`src/rtl/vaseg_pkg.sv`:
```
package vaseg_pkg;

    localparam int VA_W   = 32;
    localparam int PERM_W = 2;

    typedef enum logic [1:0] {
        XM_TLB   = 2'd0,
        XM_FIXED = 2'd1,
        XM_IDENT = 2'd2,
        XM_ALT   = 2'd3
    } xmode_e;

    typedef enum logic [2:0] {
        XS_OK       = 3'd0,
        XS_BADADDR  = 3'd1,
        XS_MISS     = 3'd2,
        XS_INVALID  = 3'd3,
        XS_MODIFIED = 3'd4
    } xstat_e;

    typedef enum logic [1:0] {
        TS_HIT      = 2'd0,
        TS_MISS     = 2'd1,
        TS_INVALID  = 2'd2,
        TS_MODIFIED = 2'd3
    } tstat_e;

    typedef enum logic [1:0] {
        RG_USER,
        RG_DIRECT,
        RG_KMAP_LO,
        RG_KMAP_HI
    } region_e;

    typedef enum logic [1:0] {
        ST_IDLE,
        ST_ISSUE,
        ST_WAIT,
        ST_DONE
    } fsm_e;

    localparam logic [PERM_W-1:0] PERM_RW   = 2'b11;
    localparam logic [PERM_W-1:0] PERM_NONE = 2'b00;

endpackage

```
`src/rtl/vaseg_region_decode.sv`:
```
module vaseg_region_decode
    import vaseg_pkg::*;
#(
    parameter int AW = VA_W
) (
    input  logic [AW-1:0] vaddr,
    output region_e       region
);
    localparam int TOP = 3;

    logic [TOP-1:0] top_bits;
    assign top_bits = vaddr[AW-1 -: TOP];

    always_comb begin
        unique casez (top_bits)
            3'b0??:  region = RG_USER;
            3'b10?:  region = RG_DIRECT;
            3'b110:  region = RG_KMAP_LO;
            default: region = RG_KMAP_HI;
        endcase
    end
endmodule

```
`src/rtl/vaseg_direct_map.sv`:
```
module vaseg_direct_map
    import vaseg_pkg::*;
#(
    parameter int            AW         = VA_W,
    parameter logic [AW-1:0] FIXED_OFS  = 32'h4000_0000,
    parameter logic [AW-1:0] UNMAP_MASK = 32'h1FFF_FFFF
) (
    input  logic [AW-1:0]     vaddr,
    input  region_e           region,
    input  xmode_e            mode,
    input  logic              user,
    input  logic              erl,
    output logic              need_tlb,
    output xstat_e            status,
    output logic [AW-1:0]     paddr,
    output logic [PERM_W-1:0] perm
);
    always_comb begin
        need_tlb = 1'b0;
        status   = XS_OK;
        paddr    = vaddr;
        perm     = PERM_RW;
        if (mode == XM_IDENT) begin
            need_tlb = 1'b0;
        end else if (user && (region != RG_USER)) begin
            status = XS_BADADDR;
            paddr  = '0;
            perm   = PERM_NONE;
        end else begin
            unique case (region)
                RG_USER: begin
                    if (!erl) begin
                        if (mode == XM_FIXED) paddr = vaddr + FIXED_OFS;
                        else                  need_tlb = 1'b1;
                    end
                end
                RG_DIRECT: paddr = vaddr & UNMAP_MASK;
                RG_KMAP_LO,
                RG_KMAP_HI: begin
                    if (mode != XM_FIXED) need_tlb = 1'b1;
                end
                default: need_tlb = 1'b0;
            endcase
        end
    end
endmodule

```
`src/rtl/vaseg_tlb_status_map.sv`:
```
module vaseg_tlb_status_map
    import vaseg_pkg::*;
(
    input  tstat_e tlb_status,
    output xstat_e status
);
    always_comb begin
        unique case (tlb_status)
            TS_HIT:      status = XS_OK;
            TS_MISS:     status = XS_MISS;
            TS_INVALID:  status = XS_INVALID;
            TS_MODIFIED: status = XS_MODIFIED;
            default:     status = XS_OK;
        endcase
    end
endmodule

```
`src/rtl/vaseg_xlate.sv`:
```
module vaseg_xlate
    import vaseg_pkg::*;
#(
    parameter int            AW         = VA_W,
    parameter logic [AW-1:0] FIXED_OFS  = 32'h4000_0000,
    parameter logic [AW-1:0] UNMAP_MASK = 32'h1FFF_FFFF
) (
    input  logic              clk,
    input  logic              rst_n,
    input  logic              req_valid,
    output logic              req_ready,
    input  logic [AW-1:0]     req_vaddr,
    input  logic              req_user,
    input  logic              req_erl,
    input  logic              req_write,
    input  logic [1:0]        req_mode,
    output logic              tlb_req_valid,
    output logic [AW-1:0]     tlb_req_vaddr,
    output logic              tlb_req_write,
    input  logic              tlb_rsp_valid,
    input  logic [1:0]        tlb_rsp_status,
    input  logic [AW-1:0]     tlb_rsp_paddr,
    input  logic [PERM_W-1:0] tlb_rsp_perm,
    output logic              rsp_valid,
    output logic [AW-1:0]     rsp_paddr,
    output logic [PERM_W-1:0] rsp_perm,
    output logic [2:0]        rsp_status
);
    fsm_e state_q, state_d;

    region_e           region;
    logic              dm_need_tlb;
    xstat_e            dm_status;
    logic [AW-1:0]     dm_paddr;
    logic [PERM_W-1:0] dm_perm;
    xstat_e            tm_status;

    logic accept;
    logic tlb_done;

    vaseg_region_decode #(.AW(AW)) u_region (
        .vaddr  (req_vaddr),
        .region (region)
    );

    vaseg_direct_map #(
        .AW         (AW),
        .FIXED_OFS  (FIXED_OFS),
        .UNMAP_MASK (UNMAP_MASK)
    ) u_direct (
        .vaddr    (req_vaddr),
        .region   (region),
        .mode     (xmode_e'(req_mode)),
        .user     (req_user),
        .erl      (req_erl),
        .need_tlb (dm_need_tlb),
        .status   (dm_status),
        .paddr    (dm_paddr),
        .perm     (dm_perm)
    );

    vaseg_tlb_status_map u_tstat (
        .tlb_status (tstat_e'(tlb_rsp_status)),
        .status     (tm_status)
    );

    assign req_ready = (state_q == ST_IDLE);
    assign accept    = req_ready && req_valid;
    assign tlb_done  = ((state_q == ST_ISSUE) || (state_q == ST_WAIT)) && tlb_rsp_valid;

    // state register
    always_ff @(posedge clk or negedge rst_n) begin
        if (!rst_n) state_q <= ST_IDLE;
        else        state_q <= state_d;
    end

    // next state
    always_comb begin
        state_d = state_q;
        unique case (state_q)
            ST_IDLE: begin
                if (req_valid) state_d = dm_need_tlb ? ST_ISSUE : ST_DONE;
            end
            ST_ISSUE: state_d = tlb_rsp_valid ? ST_DONE : ST_WAIT;
            ST_WAIT:  state_d = tlb_rsp_valid ? ST_DONE : ST_WAIT;
            ST_DONE:  state_d = ST_IDLE;
            default:  state_d = ST_IDLE;
        endcase
    end

    // outputs
    always_ff @(posedge clk or negedge rst_n) begin
        if (!rst_n) begin
            tlb_req_valid <= 1'b0;
            tlb_req_vaddr <= '0;
            tlb_req_write <= 1'b0;
            rsp_valid     <= 1'b0;
            rsp_paddr     <= '0;
            rsp_perm      <= PERM_NONE;
            rsp_status    <= XS_OK;
        end else begin
            tlb_req_valid <= 1'b0;
            rsp_valid     <= 1'b0;
            if (accept) begin
                if (dm_need_tlb) begin
                    tlb_req_valid <= 1'b1;
                    tlb_req_vaddr <= req_vaddr;
                    tlb_req_write <= req_write;
                end else begin
                    rsp_valid  <= 1'b1;
                    rsp_paddr  <= dm_paddr;
                    rsp_perm   <= dm_perm;
                    rsp_status <= dm_status;
                end
            end else if (tlb_done) begin
                rsp_valid  <= 1'b1;
                rsp_paddr  <= tlb_rsp_paddr;
                rsp_perm   <= tlb_rsp_perm;
                rsp_status <= tm_status;
            end
        end
    end
endmodule

```
`config.mk`:
```
export PLATFORM = sky130hd
export DESIGN_NAME = vaseg_xlate
export DESIGN_NICKNAME = d
export VERILOG_FILES = /design/src/rtl/vaseg_pkg.sv /design/src/rtl/vaseg_region_decode.sv /design/src/rtl/vaseg_direct_map.sv /design/src/rtl/vaseg_tlb_status_map.sv /design/src/rtl/vaseg_xlate.sv
export SDC_FILE = /design/constraint.sdc
export NUM_CORES = 1
export LEC_CHECK = 0
export BUFFER_PORTS_ARGS = -buffer_cell sky130_fd_sc_hd__buf_2
export CORE_ASPECT_RATIO = 0.6
export CORE_MARGIN = 2
export CORE_UTILIZATION = 45
export CTS_CLUSTER_SIZE = 25
export DETAILED_ROUTE_END_ITERATION = 12
export PLACE_DENSITY = 0.76
export SLEW_MARGIN = 20
export SYNTH_ARGS = -nofsm -noshare
export SYNTH_HDL_FRONTEND = slang
export SYNTH_SLANG_ARGS = --single-unit
```
`constraint.sdc`:
```
create_clock -name clk -period 4.8 [get_ports clk]
set_input_delay 0.48 -clock clk [delete_from_list [all_inputs] [get_ports clk]]
set_output_delay 0.48 -clock clk [all_outputs]
set_load 0.1 [all_outputs]
```
==> impl_metrics.py, run 1 <==
metrics = {
    "status": {
        "outcome": "finished, final reports clean",
    },
    "drt": {
        "drc": 0,
        "first_pass_iters": 4,
        "finalWirelength_mm": 7.92,
        "drtIter0Drc": 105,
        "viasPerCell": 4.97,
        "vias": 2459,
        "routedWlPerCell_um": 16.0,
        "ant_nets": 0,
    },
    "clock_tree": {
        "cts_tree": "built",
        "worstSkewPairLatency_ps": 320,
        "post_cts_buffers": 0,
        "clk_pin_slew_ps": 60,
        "root_buffer": "clkbuf_16",
        "ctsHoldBuffers": 0,
        "clock_sinks": 74,
        "cts_made_buffers": 9,
        "cts_buffer_depth": 2,
        "cts_resized": 0,
        "htreeDepth": 3,
    },
    "worst_setup_path": {
        "rr_worst_depth": 6,
        "timing.rr.start": "state_q[1]$_DFFE_PN0P_",
        "worstSetupStartpointType": "register",
        "r2r_end": "rsp_paddr[31]$_DFFE_PN0P_",
        "worstPathRequired_ps": 5010,
        "crit_type": "reg2reg",
        "cp.arrival_ps": 2940,
        "path_cells": "inv_1 > ha_1 > nand2_4 > o21ai_4 > buf_4 > mux2_2",
        "endpoint_kind": "register",
        "max_stage_delay_ps": 770,
        "path_max_fanout": 36,
        "reg2reg_slack_ps": 2070,
        "crit_path_top_delay_cell": "o21ai_4",
    },
    "floorplanning": {
        "die_y_um": 71.9,
        "pin_count": 150,
        "die_area_um2": 8410,
        "core_um2": 7360,
        "num_rows": 24,
        "start_util_pct": 46.9,
        "die_w_um": 117,
    },
    "sta": {
        "hold_viol_final": 0,
        "relSlewSlack_pct": 38.7,
        "period_share_pct": 56.8,
        "slew_violations": 0,
        "rsz0062_at_grt": "false",
        "tns_ps": 0,
        "max_freq_mhz": 367,
        "tightest_slew_ps": 920,
        "fin_worst_skew_ps": 3.70,
        "min_period_ps": 2730,
        "setup_ws_ps": 2070,
        "finalSetupViolCount": 0,
    },
    "placed_design": {
        "hpwl_mm": 5.71,
        "port-buffer-count": 149,
        "pre_cts_slack_ps": 1910,
        "routabilityCongestion": 0.867,
    },
    "grt": {
        "grt_pass1_wl_mm": 12.5,
        "grt_pass1_vias": 2599,
        "antenna_found_initial": 0,
        "grt_usage_pct": 19.9,
        "grt_max_degree": 75,
        "overflow": 0,
    },
    "synthesis": {
        "yosys_register_bits": 74,
        "synth.net_count": 323,
        "postSynthCellCount": 240,
        "netlist.area_leader.share_pct": 53.6,
        "syn_area_um2": 3450,
        "synth-seq-area-share_pct": 53.6,
        "synth_area_per_cell_um2": 14.4,
        "synth_warnings": 0,
        "synth_top_cell_by_area": "dfrtp_1",
        "synthTopCellsByArea": "dfrtp_1, mux2_4, mux2_2, a22o_1, ha_1",
        "yosysUniqueCellTypes": 32,
    },
    "final_layout": {
        "drive_gt1_share_pct": 60.4,
        "finalNetCount": 470,
        "n_fill_cell": 596,
        "mostFrequentLayoutCells": "buf_2, dfrtp_1, mux2_2",
        "seqCellArea_um2": 1850,
        "num_antenna_cells": 0,
        "multi_input_area_um2": 1450,
        "area_growth_pct": 30.9,
        "layout_commonest_cell": "buf_2",
    },
    "job": {
        "drv_cap": 0,
    },
    "min_path": {
        "hold_path.class": "in2async",
    },
}
-- synth_stat cells --
library cell,count
dfrtp_1,74
mux2_2,36
mux2_4,30
a22o_1,27
inv_1,12
buf_2,6
ha_1,6
buf_6,5
o21ai_0,5
nand2_1,4
nor2_1,4
a21oi_1,3
o22ai_1,3
a22o_2,2
and2_1,2
mux2i_1,2
nor2b_1,2
nor3_1,2
xnor2_1,2
a31oi_1,1
buf_4,1
buf_8,1
clkbuf_1,1
nand2_2,1
nand2_4,1
nand3_1,1
nand3b_1,1
nor4b_2,1
o211a_1,1
o21ai_2,1
o31a_4,1
o31ai_1,1
-- routing by layer --
metal / routed length, µm / global-route usage, %
met1: 3570 / 24.7
met2: 3510 / 31.1
met3: 773 / 8.21
met4: 66 / 7.84
met5: 0 / 0
-- through the flow --
stage          std cells  area, µm²  hold slack (ps)  utilization (%)
2_1_floorplan        240       3450              184                -
3_3_place_gp         480       4230              482             57.6
3_5_place_dp         480       4230              488             57.6
4_1_cts              495       4520              325             61.4
5_1_grt              495       4520              371             61.4
6_report             495       4520              284             61.4
-- registers in the layout, summed over array words and instances, names as in the netlist --
name / flops
tlb_req_write: 1
rsp_status: 3
tlb_req_valid: 1
tlb_req_vaddr: 32
rsp_paddr: 32
state_q: 2
rsp_perm: 2
rsp_valid: 1
-- layout make-up --
class | instances | share of cell area, %
multi-input cells | 140 | 32.1
clock buffers | 12 | 5.45
inverters | 12 | 0.996
well taps | 104 | 2.88
clock inverters | 3 | 0.886
flip-flops and latches | 74 | 41.0
repair buffers | 150 | 16.7
-- how the worst max path moves through the flow --
stage	to	from	slack, ps
final	rsp_paddr[31]$_DFFE_PN0P_	state_q[1]$_DFFE_PN0P_	2070
after global routing	rsp_paddr[31]$_DFFE_PN0P_	state_q[0]$_DFFE_PN0P_	1860
after CTS	rsp_paddr[31]$_DFFE_PN0P_	state_q[1]$_DFFE_PN0P_	2020
after detailed placement	rsp_paddr[31]$_DFFE_PN0P_	req_vaddr[30]	1910
after global placement	rsp_paddr[31]$_DFFE_PN0P_	req_vaddr[30]	2000
after floorplan	rsp_paddr[20]$_DFFE_PN0P_	state_q[0]$_DFFE_PN0P_	2380
-- worst max-delay path, delay by kind of cell, from the launching register on --
family | cells | cell delay [ps]
AO/OA/AOI/OAI | 1 | 770
adder cells (fa/ha/maj) | 1 | 270
buffers and inverters | 2 | 510
flip-flops | 1 | 380
multiplexers | 1 | 370
AND/OR/NAND/NOR | 1 | 290
-- logic make-up after synthesis --
family	synth area share, %
compound gates	10.6
xor+xnor	0.507
fa+ha+maj	2.17
buf+inv	4.56
flops	53.6
mux	25.4
simple gates	3.19
Power of run 1 is left out: the tool's default activity adds up to more than one toggle a clock period on the data nets, which glitch-free logic cannot reach.
==> run 2: changes to the inputs <==
- CORE_UTILIZATION: 45 -> 43
- clock period: 4.8 -> 2.5 ns (I/O delays scaled with it)
==> impl_metrics.py, run 2 (synthesis results as in run 1) <==
metrics = {
    "final_layout": {
        "drive_gt1_share_pct": 60.9,
        "layout_commonest_cell": "buf_2",
        "seqCellArea_um2": 1850,
        "final_cells": 502,
        "area_growth_pct": 32.3,
        "n_fill_cell": 656,
        "mostFrequentLayoutCells": "buf_2, dfrtp_1, mux2_2",
        "num_antenna_cells": 0,
        "finalNetCount": 474,
        "multi_input_area_um2": 1450,
        "largest_registers": "rsp_paddr x32, tlb_req_vaddr x32, rsp_status x3",
    },
    "drt": {
        "vias": 2546,
        "finalWirelength_mm": 8.50,
        "met3_length_um": 700,
        "met1_length_mm": 3.82,
        "first_pass_iters": 5,
        "routedWlPerCell_um": 16.9,
        "viasPerCell": 5.07,
        "drc": 0,
        "drtIter0Drc": 92,
        "highest_layer": "met4",
        "ant_nets": 0,
        "met2_length_mm": 3.91,
    },
    "floorplanning": {
        "start_util_pct": 44.2,
        "die_area_um2": 8790,
        "pin_count": 150,
        "die_w_um": 120,
        "die_y_um": 73.4,
        "core_um2": 7820,
        "num_rows": 25,
    },
    "clock_tree": {
        "clk_pin_slew_ps": 60,
        "post_cts_buffers": 0,
        "htreeDepth": 3,
        "cts_buffer_depth": 2,
        "clock_sinks": 74,
        "root_buffer": "clkbuf_16",
        "cts_tree": "built",
        "worstSkewPairLatency_ps": 330,
        "cts_made_buffers": 9,
        "cts_resized": 0,
        "ctsHoldBuffers": 0,
    },
    "worst_setup_path": {
        "crit_path_top_delay_cell": "o21ai_4",
        "max_stage_delay_ps": 640,
        "path_max_fanout": 16,
        "worstSetupStartpointType": "register",
        "crit_type": "reg2reg",
        "endpoint_kind": "register",
        "crit_buf_inv": 2,
        "path_cells": "inv_1 > ha_1 > nand2_4 > o21ai_4 > buf_4 > mux2_4",
        "cp.arrival_ps": 2530,
        "critical_path.top_delay_family": "compound AO/OA/AOI/OAI gates",
        "worstPathRequired_ps": 2710,
    },
    "sta": {
        "relSlewSlack_pct": 37.2,
        "rsz0062_at_grt": "false",
        "setup_ws_ps": 180,
        "max_freq_mhz": 431,
        "slew_violations": 0,
        "finalSetupViolCount": 0,
        "fin_worst_skew_ps": 4.39,
        "hold_viol_final": 0,
        "tightest_slew_ps": 942,
        "tns_ps": 0,
        "period_share_pct": 92.8,
        "holdWs_ps": 80.5,
        "min_period_ps": 2320,
    },
    "grt": {
        "grt_pass1_vias": 2609,
        "antenna_found_initial": 0,
        "overflow": 0,
        "grt_pass1_wl_mm": 13.3,
        "grt_max_degree": 75,
        "grt_usage_pct": 20.3,
    },
    "placed_design": {
        "port-buffer-count": 149,
        "dp.cells": 488,
        "routabilityCongestion": 0.766,
        "pre_cts_slack_ps": 163,
        "hpwl_mm": 6.17,
    },
    "status": {
        "outcome": "finished, final reports clean",
    },
    "min_path": {
        "hold_path.class": "in2async",
    },
    "job": {
        "drv_cap": 0,
    },
}
[run 2: cell count changes in the layout (fill, tap and decap cells not counted), sizes merged]
cell    change
clkbuf      -2
clkinv      +1
buf         +4
[run 2: final timing paths]
path | start | end | slack, ps | cells after the start
setup / recovery | state_q[0]$_DFFE_PN0P_ | rsp_paddr[12]$_DFFE_PN0P_ | 180 | 6
hold / removal | rst_n | tlb_req_vaddr[22]$_DFFE_PN0P_ | 80 | 1
setup reg to reg | state_q[0]$_DFFE_PN0P_ | rsp_paddr[12]$_DFFE_PN0P_ | 180 | 6
hold reg to reg | tlb_req_vaddr[31]$_DFFE_PN0P_ | tlb_req_vaddr[31]$_DFFE_PN0P_ | 500 | 1
max in group asynchronous | rst_n | rsp_paddr[31]$_DFFE_PN0P_ | 1820 | 1
min in group clk | req_write | tlb_req_write$_DFFE_PN0P_ | 160 | 2
[run 2: stage by stage]
step | utilization (%) | cell area [µm²]
after detailed placement | 54.9 | 4290
after floorplan | - | 3450
after global routing | 58.4 | 4570
after global placement | 54.9 | 4290
final | 58.4 | 4570
after CTS | 58.4 | 4570
[run 2: cell type report]
type,count,share of cell area [%]
Clock buffer,10,5.01
Clock inverter,4,0.986
Inverter,12,0.986
Multi-Input combinational cell,140,31.8
Sequential cell,74,40.5
Tap cell,108,2.96
Timing Repair Buffer,154,17.7
[run 2: layer usage]
metal | global-route usage [%] | vias up
li1 | - | 1175
met2 | 31.0 | 118
met3 | 7.69 | 6
met4 | 6.67 | 0
met1 | 26.9 | 1247
met5 | 0 | -
Power of run 2 is left out for the same reason.
